### config.mk
export PLATFORM = sky130hd
export DESIGN_NAME = dual_perf_counter
export DESIGN_NICKNAME = d
export VERILOG_FILES = /design/src/rtl/pmu_pkg.sv /design/src/rtl/pmu_event_sel.sv /design/src/rtl/pmu_counter.sv /design/src/rtl/pmu_read_mux.sv /design/src/rtl/dual_perf_counter.sv
export SDC_FILE = /design/constraint.sdc
export NUM_CORES = 1
export LEC_CHECK = 0
export BUFFER_PORTS_ARGS = -buffer_cell sky130_fd_sc_hd__buf_2
export CAP_MARGIN = 20
export CORE_ASPECT_RATIO = 0.8
export CORE_MARGIN = 2
export CORE_UTILIZATION = 52
export CTS_BUF_LIST = sky130_fd_sc_hd__clkbuf_4
export CTS_CLUSTER_SIZE = 30
export DETAILED_ROUTE_END_ITERATION = 12
export PLACE_DENSITY = 0.73
export SLEW_MARGIN = 0
export SYNTH_ARGS = -nofsm -noshare
export SYNTH_HDL_FRONTEND = slang
export SYNTH_SLANG_ARGS = --single-unit
### constraint.sdc
create_clock -name clk -period 2.3 [get_ports clk]
set_clock_uncertainty 0.15 [all_clocks]
set_input_delay 0.115 -clock clk [delete_from_list [all_inputs] [get_ports clk]]
set_output_delay 0.115 -clock clk [all_outputs]
set_load 0.05 [all_outputs]
### src/rtl/pmu_pkg.sv
package pmu_pkg;
  localparam int CODE_W = 6;
  localparam int EVT_N  = 6;
  typedef logic [CODE_W-1:0] evt_code_t;

  localparam evt_code_t CODE_IDLE    = 6'h00;
  localparam evt_code_t CODE_BRANCH  = 6'h10;
  localparam evt_code_t CODE_BR_TKN  = 6'h11;
  localparam evt_code_t CODE_INSN    = 6'h13;
  localparam evt_code_t CODE_FPU     = 6'h15;
  localparam evt_code_t CODE_IRQ     = 6'h16;
  localparam evt_code_t CODE_NMI     = 6'h17;
  localparam evt_code_t CODE_ELAPSED = 6'h23;

  localparam int RUN_HI_BIT = 15;
  localparam int RUN_LO_BIT = 14;
  localparam int CLR_BIT    = 13;
endpackage

### src/rtl/pmu_event_sel.sv
module pmu_event_sel
  import pmu_pkg::*;
(
  input  evt_code_t        code,
  input  logic [EVT_N-1:0] evt,
  input  logic             elapsed_step,
  output logic             hit
);
  always_comb begin
    unique case (code)
      CODE_BRANCH:  hit = evt[0];
      CODE_BR_TKN:  hit = evt[1];
      CODE_INSN:    hit = evt[2];
      CODE_FPU:     hit = evt[3];
      CODE_IRQ:     hit = evt[4];
      CODE_NMI:     hit = evt[5];
      CODE_ELAPSED: hit = elapsed_step;
      default:      hit = 1'b0;
    endcase
  end
endmodule

### src/rtl/pmu_counter.sv
module pmu_counter
  import pmu_pkg::*;
#(
  parameter int CNT_W    = 48,
  parameter int TICK_DIV = 4
) (
  input  logic             clk,
  input  logic             rst_n,
  input  logic             ctl_wr,
  input  logic             ctl_run,
  input  logic             ctl_clr,
  input  evt_code_t        ctl_code,
  input  logic [EVT_N-1:0] evt,
  input  logic             time_tick,
  output logic [CNT_W-1:0] count,
  output evt_code_t        code
);
  localparam int PRE_W = (TICK_DIV > 1) ? $clog2(TICK_DIV) : 1;
  localparam logic [PRE_W-1:0] PRE_LAST = PRE_W'(TICK_DIV - 1);

  logic [PRE_W-1:0] pre_q;
  logic             elapsed_mode, step, hit, idle;

  assign elapsed_mode = (code == CODE_ELAPSED);
  assign idle         = (code == CODE_IDLE);
  assign step         = elapsed_mode && time_tick && (pre_q == PRE_LAST);

  pmu_event_sel u_sel (
    .code         (code),
    .evt          (evt),
    .elapsed_step (step),
    .hit          (hit)
  );

  always_ff @(posedge clk or negedge rst_n) begin
    if (!rst_n) pre_q <= '0;
    else if (!elapsed_mode) pre_q <= '0;
    else if (time_tick) pre_q <= (pre_q == PRE_LAST) ? '0 : pre_q + 1'b1;
  end

  always_ff @(posedge clk or negedge rst_n) begin
    if (!rst_n) code <= CODE_IDLE;
    else if (ctl_wr) code <= ctl_run ? ctl_code : CODE_IDLE;
  end

  always_ff @(posedge clk or negedge rst_n) begin
    if (!rst_n) count <= '0;
    else if (ctl_wr && ctl_clr && idle) count <= '0;
    else if (hit) count <= count + 1'b1;
  end

  assert_step_R7: assert property (@(posedge clk) disable iff (!rst_n)
    1'b1 |=> (count == $past(count) || count == $past(count) + 1'b1 || count == '0));
  assert_clear_ignored_R3: assert property (@(posedge clk) disable iff (!rst_n)
    (ctl_wr && ctl_clr && !idle && count != '0 && count != '1) |=> count != '0);
  assert_idle_hold_R6: assert property (@(posedge clk) disable iff (!rst_n)
    (idle && !(ctl_wr && ctl_clr)) |=> $stable(count));
  assert_stop_idle_R2: assert property (@(posedge clk) disable iff (!rst_n)
    (ctl_wr && !ctl_run) |=> code == CODE_IDLE);
  assert_pre_restart_R5: assert property (@(posedge clk) disable iff (!rst_n)
    (!elapsed_mode) |=> pre_q == '0);
endmodule

### src/rtl/pmu_read_mux.sv
module pmu_read_mux
  import pmu_pkg::*;
#(
  parameter int NUM_CTR = 2,
  parameter int CNT_W   = 48,
  parameter int ADDR_W  = 3
) (
  input  logic                          clk,
  input  logic                          rst_n,
  input  logic                          rd_en,
  input  logic [ADDR_W-1:0]             addr,
  input  logic [NUM_CTR-1:0][CNT_W-1:0] counts,
  input  evt_code_t [NUM_CTR-1:0]       codes,
  output logic [31:0]                   rd_data,
  output logic                          rd_valid
);
  localparam int HI_W     = CNT_W - 32;
  localparam int CTL_BASE = 1 + 2 * NUM_CTR;

  logic [31:0] sel_word;
  logic        is_high;

  always_comb begin
    sel_word = '0;
    is_high  = 1'b0;
    for (int i = 0; i < NUM_CTR; i++) begin
      if (addr == ADDR_W'(1 + 2 * i)) begin
        sel_word = {{(32 - HI_W){1'b0}}, counts[i][CNT_W-1:32]};
        is_high  = 1'b1;
      end
      if (addr == ADDR_W'(2 + 2 * i)) sel_word = counts[i][31:0];
      if (addr == ADDR_W'(CTL_BASE + i)) sel_word = {{(32 - CODE_W){1'b0}}, codes[i]};
    end
  end

  always_ff @(posedge clk or negedge rst_n) begin
    if (!rst_n) begin
      rd_data  <= '0;
      rd_valid <= 1'b0;
    end else begin
      rd_valid <= rd_en;
      if (rd_en) rd_data <= sel_word;
    end
  end

  assert_high_mask_R8: assert property (@(posedge clk) disable iff (!rst_n)
    (rd_en && is_high) |=> rd_data[31:16] == 16'h0);
  assert_zero_addr_R9: assert property (@(posedge clk) disable iff (!rst_n)
    (rd_en && addr == '0) |=> rd_data == 32'h0);
  assert_valid_R10: assert property (@(posedge clk) disable iff (!rst_n)
    rd_en |=> rd_valid);
endmodule

### src/rtl/dual_perf_counter.sv
module dual_perf_counter
  import pmu_pkg::*;
#(
  parameter int NUM_CTR  = 2,
  parameter int CNT_W    = 48,
  parameter int ADDR_W   = 3,
  parameter int TICK_DIV = 4
) (
  input  logic              clk,
  input  logic              rst_n,
  input  logic              wr_en,
  input  logic              rd_en,
  input  logic [ADDR_W-1:0] addr,
  input  logic [15:0]       wr_data,
  input  logic [EVT_N-1:0]  evt_pulse,
  input  logic              time_tick,
  output logic [31:0]       rd_data,
  output logic              rd_valid
);
  localparam int CTL_BASE = 1 + 2 * NUM_CTR;

  logic [NUM_CTR-1:0][CNT_W-1:0] counts;
  evt_code_t [NUM_CTR-1:0]       codes;
  logic                          ctl_run, ctl_clr;
  logic [6:0]                    unused_bits;

  assign ctl_run     = wr_data[RUN_HI_BIT] && wr_data[RUN_LO_BIT];
  assign ctl_clr     = wr_data[CLR_BIT];
  assign unused_bits = wr_data[12:6];

  for (genvar g = 0; g < NUM_CTR; g++) begin : g_ctr
    logic sel_wr;
    assign sel_wr = wr_en && (addr == ADDR_W'(CTL_BASE + g));
    pmu_counter #(.CNT_W(CNT_W), .TICK_DIV(TICK_DIV)) u_ctr (
      .clk       (clk),
      .rst_n     (rst_n),
      .ctl_wr    (sel_wr),
      .ctl_run   (ctl_run),
      .ctl_clr   (ctl_clr),
      .ctl_code  (wr_data[CODE_W-1:0]),
      .evt       (evt_pulse),
      .time_tick (time_tick),
      .count     (counts[g]),
      .code      (codes[g])
    );
  end

  pmu_read_mux #(.NUM_CTR(NUM_CTR), .CNT_W(CNT_W), .ADDR_W(ADDR_W)) u_rd (
    .clk      (clk),
    .rst_n    (rst_n),
    .rd_en    (rd_en),
    .addr     (addr),
    .counts   (counts),
    .codes    (codes),
    .rd_data  (rd_data),
    .rd_valid (rd_valid)
  );
endmodule

* After elaboration in Yosys (flattened, before gate mapping)
Cells that the tools add are included.
Widths: inputs -> output; s select.
** Word-level totals
- Flip-flop bits (word level) :: 145
- Output and inout bits :: 33
- Input port bits :: 30
- Word-level logic and storage cells :: 70
** Operators by class
- Multiplexer cells :: 19
- $add $sub $neg :: 4
- Reduce and logical (&&, ||, !) cells :: 15
- Eq/ne operators :: 24
** Operators with widths (number)
- $mux 48 :: 4
- $mux 32 :: 5
- $add 48x1->48 const B :: 2
- $eq 6x5->1 const B :: 12
- $mux 16 :: 1
- $pmux 1 s7 :: 2
- $eq 6x6->1 const B :: 2
- $logic_not 6->1 :: 2
- $mux 2 :: 6
- $logic_and 1x1->1 :: 11
- $eq 3x3->1 const B :: 3
- $eq 3x2->1 const B :: 2
- $mux 6 :: 1
- $add 2x1->2 const B :: 2
- $eq 2x2->1 const B :: 2
- $ne 2x2->1 const B :: 2
- $reduce_bool 2->1 :: 2
- $eq 3x1->1 const B :: 1

* Depth between registers and ports, before layout
Gate-level depths: netlist of run 1.
- Word-level depth :: 7
- Depth in mapped cells :: 9
- Gate-level depth less buffers :: 7

* Hierarchy
From an unflattened synthesis of run 1, not the netlist that was laid out.
** Unflattened totals
- Cell total of the unflattened synthesis :: 851
- Area, all modules :: 8120.3 um2
** Modules (own cells, without submodules)
- pmu_counter at g_ctr[1].u_ctr :: times used 1, area an instance 3055.4 um2, cells an instance 319, sequential area each 1401.3 um2
- pmu_counter at g_ctr[0].u_ctr :: times used 1, area an instance 2874.0 um2, cells an instance 311, sequential area each 1401.3 um2
- pmu_read_mux :: times used 1, area an instance 1994.4 um2, cells an instance 194, sequential area each 825.8 um2
- pmu_event_sel :: times used 2, area an instance 85.1 um2, cells an instance 12, sequential area each 0.0 um2
- dual_perf_counter :: times used 1, area an instance 26.3 um2, cells an instance 3, sequential area each 0.0 um2

* Worst setup path before layout of run 1
OpenSTA, ideal clock, no wires.
- Kind :: register -> register
- Start point :: reg g_ctr[0].u_ctr.code[0]
- End point :: reg g_ctr[0].u_ctr.count[33]
- Slack :: -0.017 ns
- Stages on the path, launching flop included :: 9
- Library setup time :: 0.132 ns
- Required time :: 2.018 ns
- Path buffers :: 2
- Clock period less this slack :: 2.317 ns
- Data arrival time :: 2.035 ns
- Cells stage by stage :: dfrtp_1 -> buf_2 -> mux2i_1 -> mux2i_1 -> a22oi_1 -> clkbuf_1 -> a211oi_1 -> xnor2_1 -> nor2_1
** On the way
- Cells in the longest elaborated chain, start to end :: 5
- Elaborated cells on any way between the ends :: 14
- Those cells by class :: eq/ne (7); mux (2); reduce/logical (5)
** Ends and longest elaborated chain
- from (decl) :: RTL line pmu_counter.sv:16 : output evt_code_t code
- from (signal assigned) :: RTL line pmu_counter.sv:43 : else if (ctl_wr) code <= ctl_run ? ctl_code : CODE_IDLE;
- $eq 6x6->1 :: RTL line pmu_event_sel.sv:10, pmu_counter.sv:24
- $logic_and 1x1->1 (2 in a row) :: RTL line pmu_counter.sv:26 : assign step = elapsed_mode && time_tick && (pre_q == PRE_LAST);
- $pmux 1 s7 :: RTL line pmu_event_sel.sv:10 : unique case (code)
- $reduce_bool 2->1 (no line)
- to (signal assigned) :: RTL line pmu_counter.sv:49 : else if (hit) count <= count + 1'b1;
- to (decl) :: RTL line pmu_counter.sv:15 : output logic [CNT_W-1:0] count,
Parallel ways exist; a longest one is shown, timed or not.
A chain may end at the register's enable or synchronous reset.

* Final worst setup path of run 1
- Start point :: reg g_ctr[0].u_ctr.count[35]
- End point :: reg g_ctr[0].u_ctr.count[45]
** On the way
- Cells in the longest elaborated chain, start to end :: 3
** Ends and longest elaborated chain
- $add 48x1->48 :: RTL line pmu_counter.sv:49
- $mux 48 :: RTL line pmu_counter.sv:49
- $mux 48 :: RTL line pmu_counter.sv:48 : else if (ctl_wr && ctl_clr && idle) count <= '0;
No other way between the ends. The select of a mux whose other input is x is not followed.

==> reports/metrics.csv, run 1 <==
stage;metric;value;unit
power_and_ir_drop;leakage power;0.00446;uW
synthesis;ranking of synthesized cells by area;dfrtp_1 44%, xnor2_1 8.9%, nor2_1 5.2%, nand2_1 4.0%, a2111oi_0 3.7%;
finish;utilization after layout;0.692;
hold_path;worst hold path depth;4;
clocking;clk buf depth;2;
global_route;Overflow after GRT;0;
place;dpl ws;-0.140;ns
global_route;vias in the first global route;7177;
place;dpl cells;1228;
die;# IOs;63;
synthesis;post-synth design cell area;0.00828;mm^2
clocking;clock sinks;145;
synthesis;async set or reset register ratio after synthesis;1.00;
synthesis;Cells after Synth;902;
route;DRT Pass-1 Iters;5;
die;Die ar.;0.0170;mm^2
route;Detail Route Antenna Nets;0;
worst_setup_path;crit end category;flip-flop;
synthesis;largest area contributor in the netlist;dfrtp_1;
route;vias per inst;6.04;
timing;RSZ-0062 raised after global routing;yes;
place;IO buf count;55;
status;failing checks;negative setup slack;
hold_path;HP Class;in2reg;
timing;Hold Fails Final Rpt;0;
global_route;initial antenna violation count;1;
route;First DRT Iteration DRCs;858;
synthesis;area share of the largest cell type after synthesis;0.438;
clocking;clock buffer count from CTS;17;
timing;worst-margin pin slew;0.620;ns
timing;Slew headroom;0.587;
worst_setup_path;WS Path Type;reg2reg;
die;Initial Utilization;0.527;
global_route;largest net degree at the start of global routing;53;
place;DP HPWL;16100;um
clocking;CTS root buffer;clkbuf_4;
synthesis;yosys warns;0;
synthesis;number of synthesized flops with an enable pin;0;
clocking;CTS tree;built;
timing;fin. max-slew vios;0;
die;Die Y-Extent;117;um
place;Post-DP Area;0.00962;mm^2
timing;shortest period the worst path allows;2.40;ns
die;Chip Width;145;um
finish;synthesis-to-finish area growth;31.2;%
route;wire length per cell;19.3;um
finish;post-route cell area;0.0109;mm^2
synthesis;Synth Flop Type;dfrtp_1;
clocking;clock slew at reported path FFs;0.14;ns
worst_setup_path;Worst Setup SP;g_ctr[0].u_ctr.count[35];
worst_setup_path;R2R cell count;7;
route;drt total wl;25100;um
timing;Peak Freq;0.417;GHz
finish;fin nets;1107;
worst_setup_path;Arrival @ worst endpoint;2.71;ns
route;via count;7858;
route;Post-route DRC;0;
synthesis;Synth cell types;49;
worst_setup_path;FF-to-FF Start;g_ctr[0].u_ctr.count[35];
die;row count;41;
synthesis;register area share after synthesis;0.438;
status;outcome;complete, but fails checks;
worst_setup_path;Max FO, Critical Path;4;
global_route;first-pass GRT wire length;37100;um
worst_setup_path;crit start category;flip-flop;
finish;share of cells above drive strength 1;0.287;
synthesis;synthesized flop and latch total;145;
hold_path;hold path start;addr[2];
timing;Final period util;1.04;
timing;Worst Slack Setup Final;-0.0955;ns
finish;final cell count without fillers;1302;
die;Core Area;0.0157;mm^2
job;max_cap viols;0;
worst_setup_path;worst-path cell chain;nand4_1 -> or2_4 -> or4_4 -> buf_4 -> a2111oi_4 -> xnor2_1 -> nor2_1;
clocking;CTS H-tree depth;4;
power_and_ir_drop;Power per Cell Area;455;mW/mm^2
synthesis;Mean Syn Cell Area;9.18;um^2
worst_setup_path;WP depth;7;
worst_setup_path;Buf/Inv on CP;1;
synthesis;Post-Syn Nets;936;
worst_setup_path;biggest cell delay along the critical path;0.62;ns
global_route;GRT Overall Usage;0.279;
worst_setup_path;delay-heaviest family, CP;simple AND/OR/NAND/NOR gates;
worst_setup_path;required time of the critical path;2.61;ns
worst_setup_path;Crit-path slowest cell;or4_4;
power_and_ir_drop;peak supply drop;0.303;mV
clocking;clock latency on the worst-skew pair;0.58;ns
place;Final GP Congestion;0.940;
timing;setup violators final;14;
[flip-flops by register name (all words and copies together) (netlist names)]
name	flops
g_ctr.u_ctr.count	96
g_ctr.u_ctr.code	12
u_rd.rd_valid	1
g_ctr.u_ctr.pre_q	4
u_rd.rd_data	32
[placed cells by master (no fill, tap or decap), types with 28 or more instances in the layout]
| cell | n |
|---|---|
| inv_1 | 43 |
| buf_4 | 122 |
| xnor2_1 | 84 |
| buf_2 | 54 |
| a21oi_1 | 39 |
| nand3_1 | 37 |
| nor2_1 | 112 |
| nand2_1 | 87 |
| nand4_1 | 28 |
| o22ai_1 | 30 |
| a22oi_1 | 30 |
| dfrtp_1 | 143 |
[through the flow]
stage	hold WS (ns)	setup TNS, ns	power (uW)
after floorplan	-0.331	-0.0615	3010
after global placement	-0.0747	-0.537	3220
after detailed placement	-0.0734	-1.73	3230
after CTS	0.0129	-0.229	4880
after global routing	0.0314	-2.92	5120
final	0.0413	-0.787	4940
[worst paths after layout]
kind | endpoint | slack (ns)
max in group asynchronous | u_rd.rd_data[11] | 1.20
min in group asynchronous | g_ctr[0].u_ctr.count[4] | 0.49
max | g_ctr[0].u_ctr.count[45] | -0.1
max reg2reg | g_ctr[0].u_ctr.count[45] | -0.1
min reg2reg | g_ctr[1].u_ctr.count[47] | 0.37
min | g_ctr[0].u_ctr.code[4] | 0.04
[cell families after synthesis]
group	count (synthesis)	synth area share
and+or+nand+nor	329	0.191
adders and majority gates	4	0.00604
buffers and inverters	109	0.0520
DFF	145	0.438
muxes	36	0.0453
xor gates and xnor gates	84	0.0888
AOI/OAI and AO/OA	195	0.179
[worst min-delay path, stage by stage]
cell	delay [ns]
buf_2	0.22
nand3_1	0.15
buf_4	0.18
o21ai_0	0.08
[layer usage]
metal,global-route usage,share of wire
met3,0.0512,0.074
met4,0.129,0.039
met5,0,0
met1,0.386,0.43
met2,0.433,0.46
[layout make-up]
cell class / count / area (um^2)
clock buffer: 19 / 143
timing repair buffer: 218 / 1800
antenna: 1 / 2.50
sequential: 145 / 3630
inverter: 43 / 161
multi-input combinational: 648 / 4720
tap: 215 / 269
fill: 1136 / 4830
clock inverter: 13 / 138
[Yosys cell counts, types with 2 or more instances]
| library cell | number |
|---|---|
| clkbuf_1 | 51 |
| o211ai_1 | 2 |
| a2111oi_1 | 4 |
| nor4_1 | 3 |
| mux2i_1 | 24 |
| nand2b_1 | 2 |
| a21oi_1 | 39 |
| inv_1 | 43 |
| o21ai_0 | 24 |
| o22ai_1 | 30 |
| xnor2_1 | 84 |
| nand2_1 | 89 |
| a2111oi_4 | 6 |
| nor4b_1 | 4 |
| or3_1 | 3 |
| nand4_1 | 28 |
| a22oi_1 | 32 |
| nor2b_1 | 5 |
| a211oi_1 | 16 |
| or2_2 | 4 |
| nor2_1 | 114 |
| nor3b_1 | 3 |
| mux2_2 | 12 |
| and3_1 | 12 |
| buf_1 | 5 |
| a221o_1 | 2 |
| and4_1 | 4 |
| ha_1 | 4 |
| or2_1 | 2 |
| and2_1 | 4 |
| a2111oi_0 | 35 |
| dfrtp_1 | 145 |
| nand3b_1 | 3 |
| nor3_1 | 3 |
| buf_2 | 8 |
| nand3_1 | 37 |
| a2111oi_2 | 4 |
[report_power, final]
part / switching [uW] / internal, uW / total [uW] / leakage [uW]
Combinational: 372 / 222 / 594 / 0.00231
Clock: 982 / 667 / 1650 / 0.000149
Sequential: 88.1 / 2610 / 2700 / 0.00200
[timing repair]
action,CTS,global route
pin swaps,17,37
endpoints found under the hold margin,184,0
hold buffers,22,0
gates cloned,0,4
gates resized for setup,18,95
endpoints found under the setup margin,38,68
setup buffers,2,13
No activity file was read; power rests on OpenSTA's default activity.
==> run 2: changes to the inputs <==
- RECOVER_POWER: unset -> 25
==> run 2 against run 1 <==
The run still ends with negative setup slack left; power decreased by 0.32%; sequential cell count unchanged; register-to-register slack about the same; critical path depth unchanged; via count decreased by 0.66%; sequential share of layout area increased by 0.12 points; first-iteration DRC count decreased by 7.0%; cell count unchanged; routed wire length about the same; clock-buffer cell count unchanged; non-clock buffer count unchanged; final area decreased by 0.35%.
==> reports/metrics.csv, run 2 (synthesized netlist as in run 1, its figures left out) <==
stage;metric;value;unit;change
global_route;GRT Overall Usage;0.279;;unchanged
global_route;Overflow after GRT;0;;unchanged
timing;shortest period the worst path allows;2.39;ns;-0.00400 ns
worst_setup_path;crit start category;flip-flop;;
worst_setup_path;required time of the critical path;2.60;ns;about the same
clocking;clock buffer count from CTS;17;;unchanged
power_and_ir_drop;Tot Pwr;4930;uW;-0.32%
finish;most frequent cells in the layout;143 x dfrtp_1, 122 x buf_4, 112 x nor2_1;;
power_and_ir_drop;Psw;1430;uW;-0.60%
finish;Largest regs;g_ctr.u_ctr.count x96, u_rd.rd_data x32, g_ctr.u_ctr.code x12;;
worst_setup_path;delay-heaviest family, CP;simple AND/OR/NAND/NOR gates;;
worst_setup_path;Crit-path slowest cell;or4_4;;
finish;synthesis-to-finish area growth;30.8;%;
worst_setup_path;Buf/Inv on CP;1;;unchanged
timing;Worst Slack Setup Final;-0.0915;ns;+0.00400 ns
power_and_ir_drop;Clock power frac;0.333;;about the same
timing;Final period util;1.04;;-0.00174
route;via count;7806;;-0.66%
power_and_ir_drop;peak supply drop;0.303;mV;about the same
route;vias per inst;6.00;;-0.66%
power_and_ir_drop;Power per Cell Area;455;mW/mm^2;about the same
worst_setup_path;crit end category;flip-flop;;
global_route;vias in the first global route;7177;;unchanged
timing;Hold Fails Final Rpt;0;;unchanged
place;IO buf count;55;;unchanged
die;Die Y-Extent;117;um;unchanged
clocking;CTS tree;built;;
die;Core Area;0.0157;mm^2;unchanged
timing;fin. max-slew vios;0;;unchanged
status;outcome;complete, but fails checks;;
route;drt total wl;25100;um;about the same
status;failing checks;negative setup slack;;
finish;share of cells above drive strength 1;0.286;;-0.000921
job;max_cap viols;0;;unchanged
route;wire length per cell;19.3;um;about the same
clocking;CTS root buffer;clkbuf_4;;
worst_setup_path;WS Path Type;reg2reg;;
place;Final GP Congestion;0.940;;unchanged
timing;Peak Freq;0.418;GHz;+0.17%
worst_setup_path;Max FO, Critical Path;4;;unchanged
die;row count;41;;unchanged
die;# IOs;63;;unchanged
die;Die ar.;0.0170;mm^2;unchanged
place;dpl ws;-0.140;ns;unchanged
finish;FILL cells;1140;;+0.35%
power_and_ir_drop;Flop pwr share;0.548;;+0.002
timing;Slew headroom;0.198;;-0.389
clocking;clk buf depth;2;;unchanged
global_route;first-pass GRT wire length;37100;um;unchanged
power_and_ir_drop;Comb power frac;0.119;;about the same
clocking;CTS H-tree depth;4;;unchanged
worst_setup_path;worst-path cell chain;nand4_1 -> or2_4 -> or4_4 -> buf_4 -> a2111oi_4 -> xnor2_1 -> nor2_1;;
clocking;clock latency on the worst-skew pair;0.56;ns;-0.02 ns
place;Post-DP Area;0.00962;mm^2;unchanged
route;Post-route DRC;0;;unchanged
finish;fin nets;1107;;unchanged
finish;most common cell after layout, fill and taps aside;dfrtp_1;;
hold_path;HP Class;in2reg;;
timing;worst-margin pin slew;1.20;ns;+0.583 ns
power_and_ir_drop;Sw Ratio;0.291;;-0.000827
die;Chip Width;145;um;unchanged
power_and_ir_drop;leakage power;0.00444;uW;-0.34%
clocking;clock slew at reported path FFs;0.13;ns;about the same
place;DP HPWL;16100;um;unchanged
route;DRT Pass-1 Iters;8;;+3
finish;Top reg by flops;g_ctr.u_ctr.count;;
global_route;largest net degree at the start of global routing;53;;unchanged
worst_setup_path;Arrival @ worst endpoint;2.70;ns;about the same
route;Detail Route Antenna Nets;0;;unchanged
power_and_ir_drop;P_int;3500;uW;-0.20%
die;Initial Utilization;0.527;;unchanged
worst_setup_path;biggest cell delay along the critical path;0.62;ns;about the same
global_route;initial antenna violation count;1;;unchanged
finish;Largest register FFs;96;;unchanged
timing;RSZ-0062 raised after global routing;yes;;
clocking;clock sinks;145;;unchanged
finish;post-route cell area;0.0108;mm^2;-0.35%
route;First DRT Iteration DRCs;798;;-7.0%
timing;setup violators final;15;;+1
-- run 2: per-stage QoR --
stage,setup TNS (ns),hold slack (ns),utilization,std cells
floorplan,-0.0615,-0.331,-,902
global placement,-0.537,-0.0747,0.613,1228
detailed placement,-1.73,-0.0734,0.613,1228
CTS,-0.229,0.0129,0.652,1284
global route,-2.92,0.0314,0.690,1302
finish,-0.762,0.0568,0.690,1302
-- run 2: final timing paths --
kind                       slack (ns)                        to  depth (start not counted)                startpoint
setup / recovery                -0.09  g_ctr[0].u_ctr.count[45]                          7  g_ctr[0].u_ctr.count[35]
hold / removal                   0.06    g_ctr[0].u_ctr.code[4]                          4                   addr[2]
setup reg to reg                -0.09  g_ctr[0].u_ctr.count[45]                          7  g_ctr[0].u_ctr.count[35]
hold reg to reg                  0.35  g_ctr[1].u_ctr.count[47]                          1  g_ctr[1].u_ctr.count[47]
max in group asynchronous        0.25   g_ctr[1].u_ctr.count[0]                          4                     rst_n
min in group asynchronous        0.63  g_ctr[1].u_ctr.count[22]                          4                     rst_n
-- run 2: cell type report --
class	instances	area, um^2	area share
antenna	1	2.50	0.000231
clock buffer	19	143	0.0132
clock inverter	13	138	0.0127
inverter	43	161	0.0149
multi-input combinational	648	4720	0.436
sequential	145	3630	0.335
tap	215	269	0.0248
timing repair buffer	218	1770	0.163
-- run 2: metal layers --
layer / wire, um / vias up / part of all wire / track usage
met5: 0 / - / 0 / 0
met4: 947 / 0 / 0.038 / 0.129
met3: 1970 / 99 / 0.078 / 0.0512
met2: 11500 / 387 / 0.46 / 0.433
met1: 10700 / 3749 / 0.43 / 0.386
li1: - / 3571 / - / -
-- run 2: power by group through the flow --
stage / logic (uW) / clock network, uW / registers [uW]
3_3_place_gp: 488 / 0 / 2740
6_report: 586 / 1640 / 2700
3_5_place_dp: 496 / 0 / 2740
4_1_cts: 543 / 1650 / 2690
2_1_floorplan: 250 / 0 / 2760
5_1_grt: 636 / 1760 / 2720
-- run 2: repair_timing --
action,4_1_cts,5_1_grt
hold buffers,22,0
gates cloned,0,4
pin swaps,17,37
endpoints found under the setup margin,38,68
setup buffers,2,13
resized for setup,18,95
hold endpoints to repair,184,0
-- run 2: tightest hold or removal path: cells and delay by family --
family                 cells  cell delay, ns
AO/OA/AOI/OAI              1            0.08
buffers and inverters      2            0.40
AND/OR/NAND/NOR            1            0.15
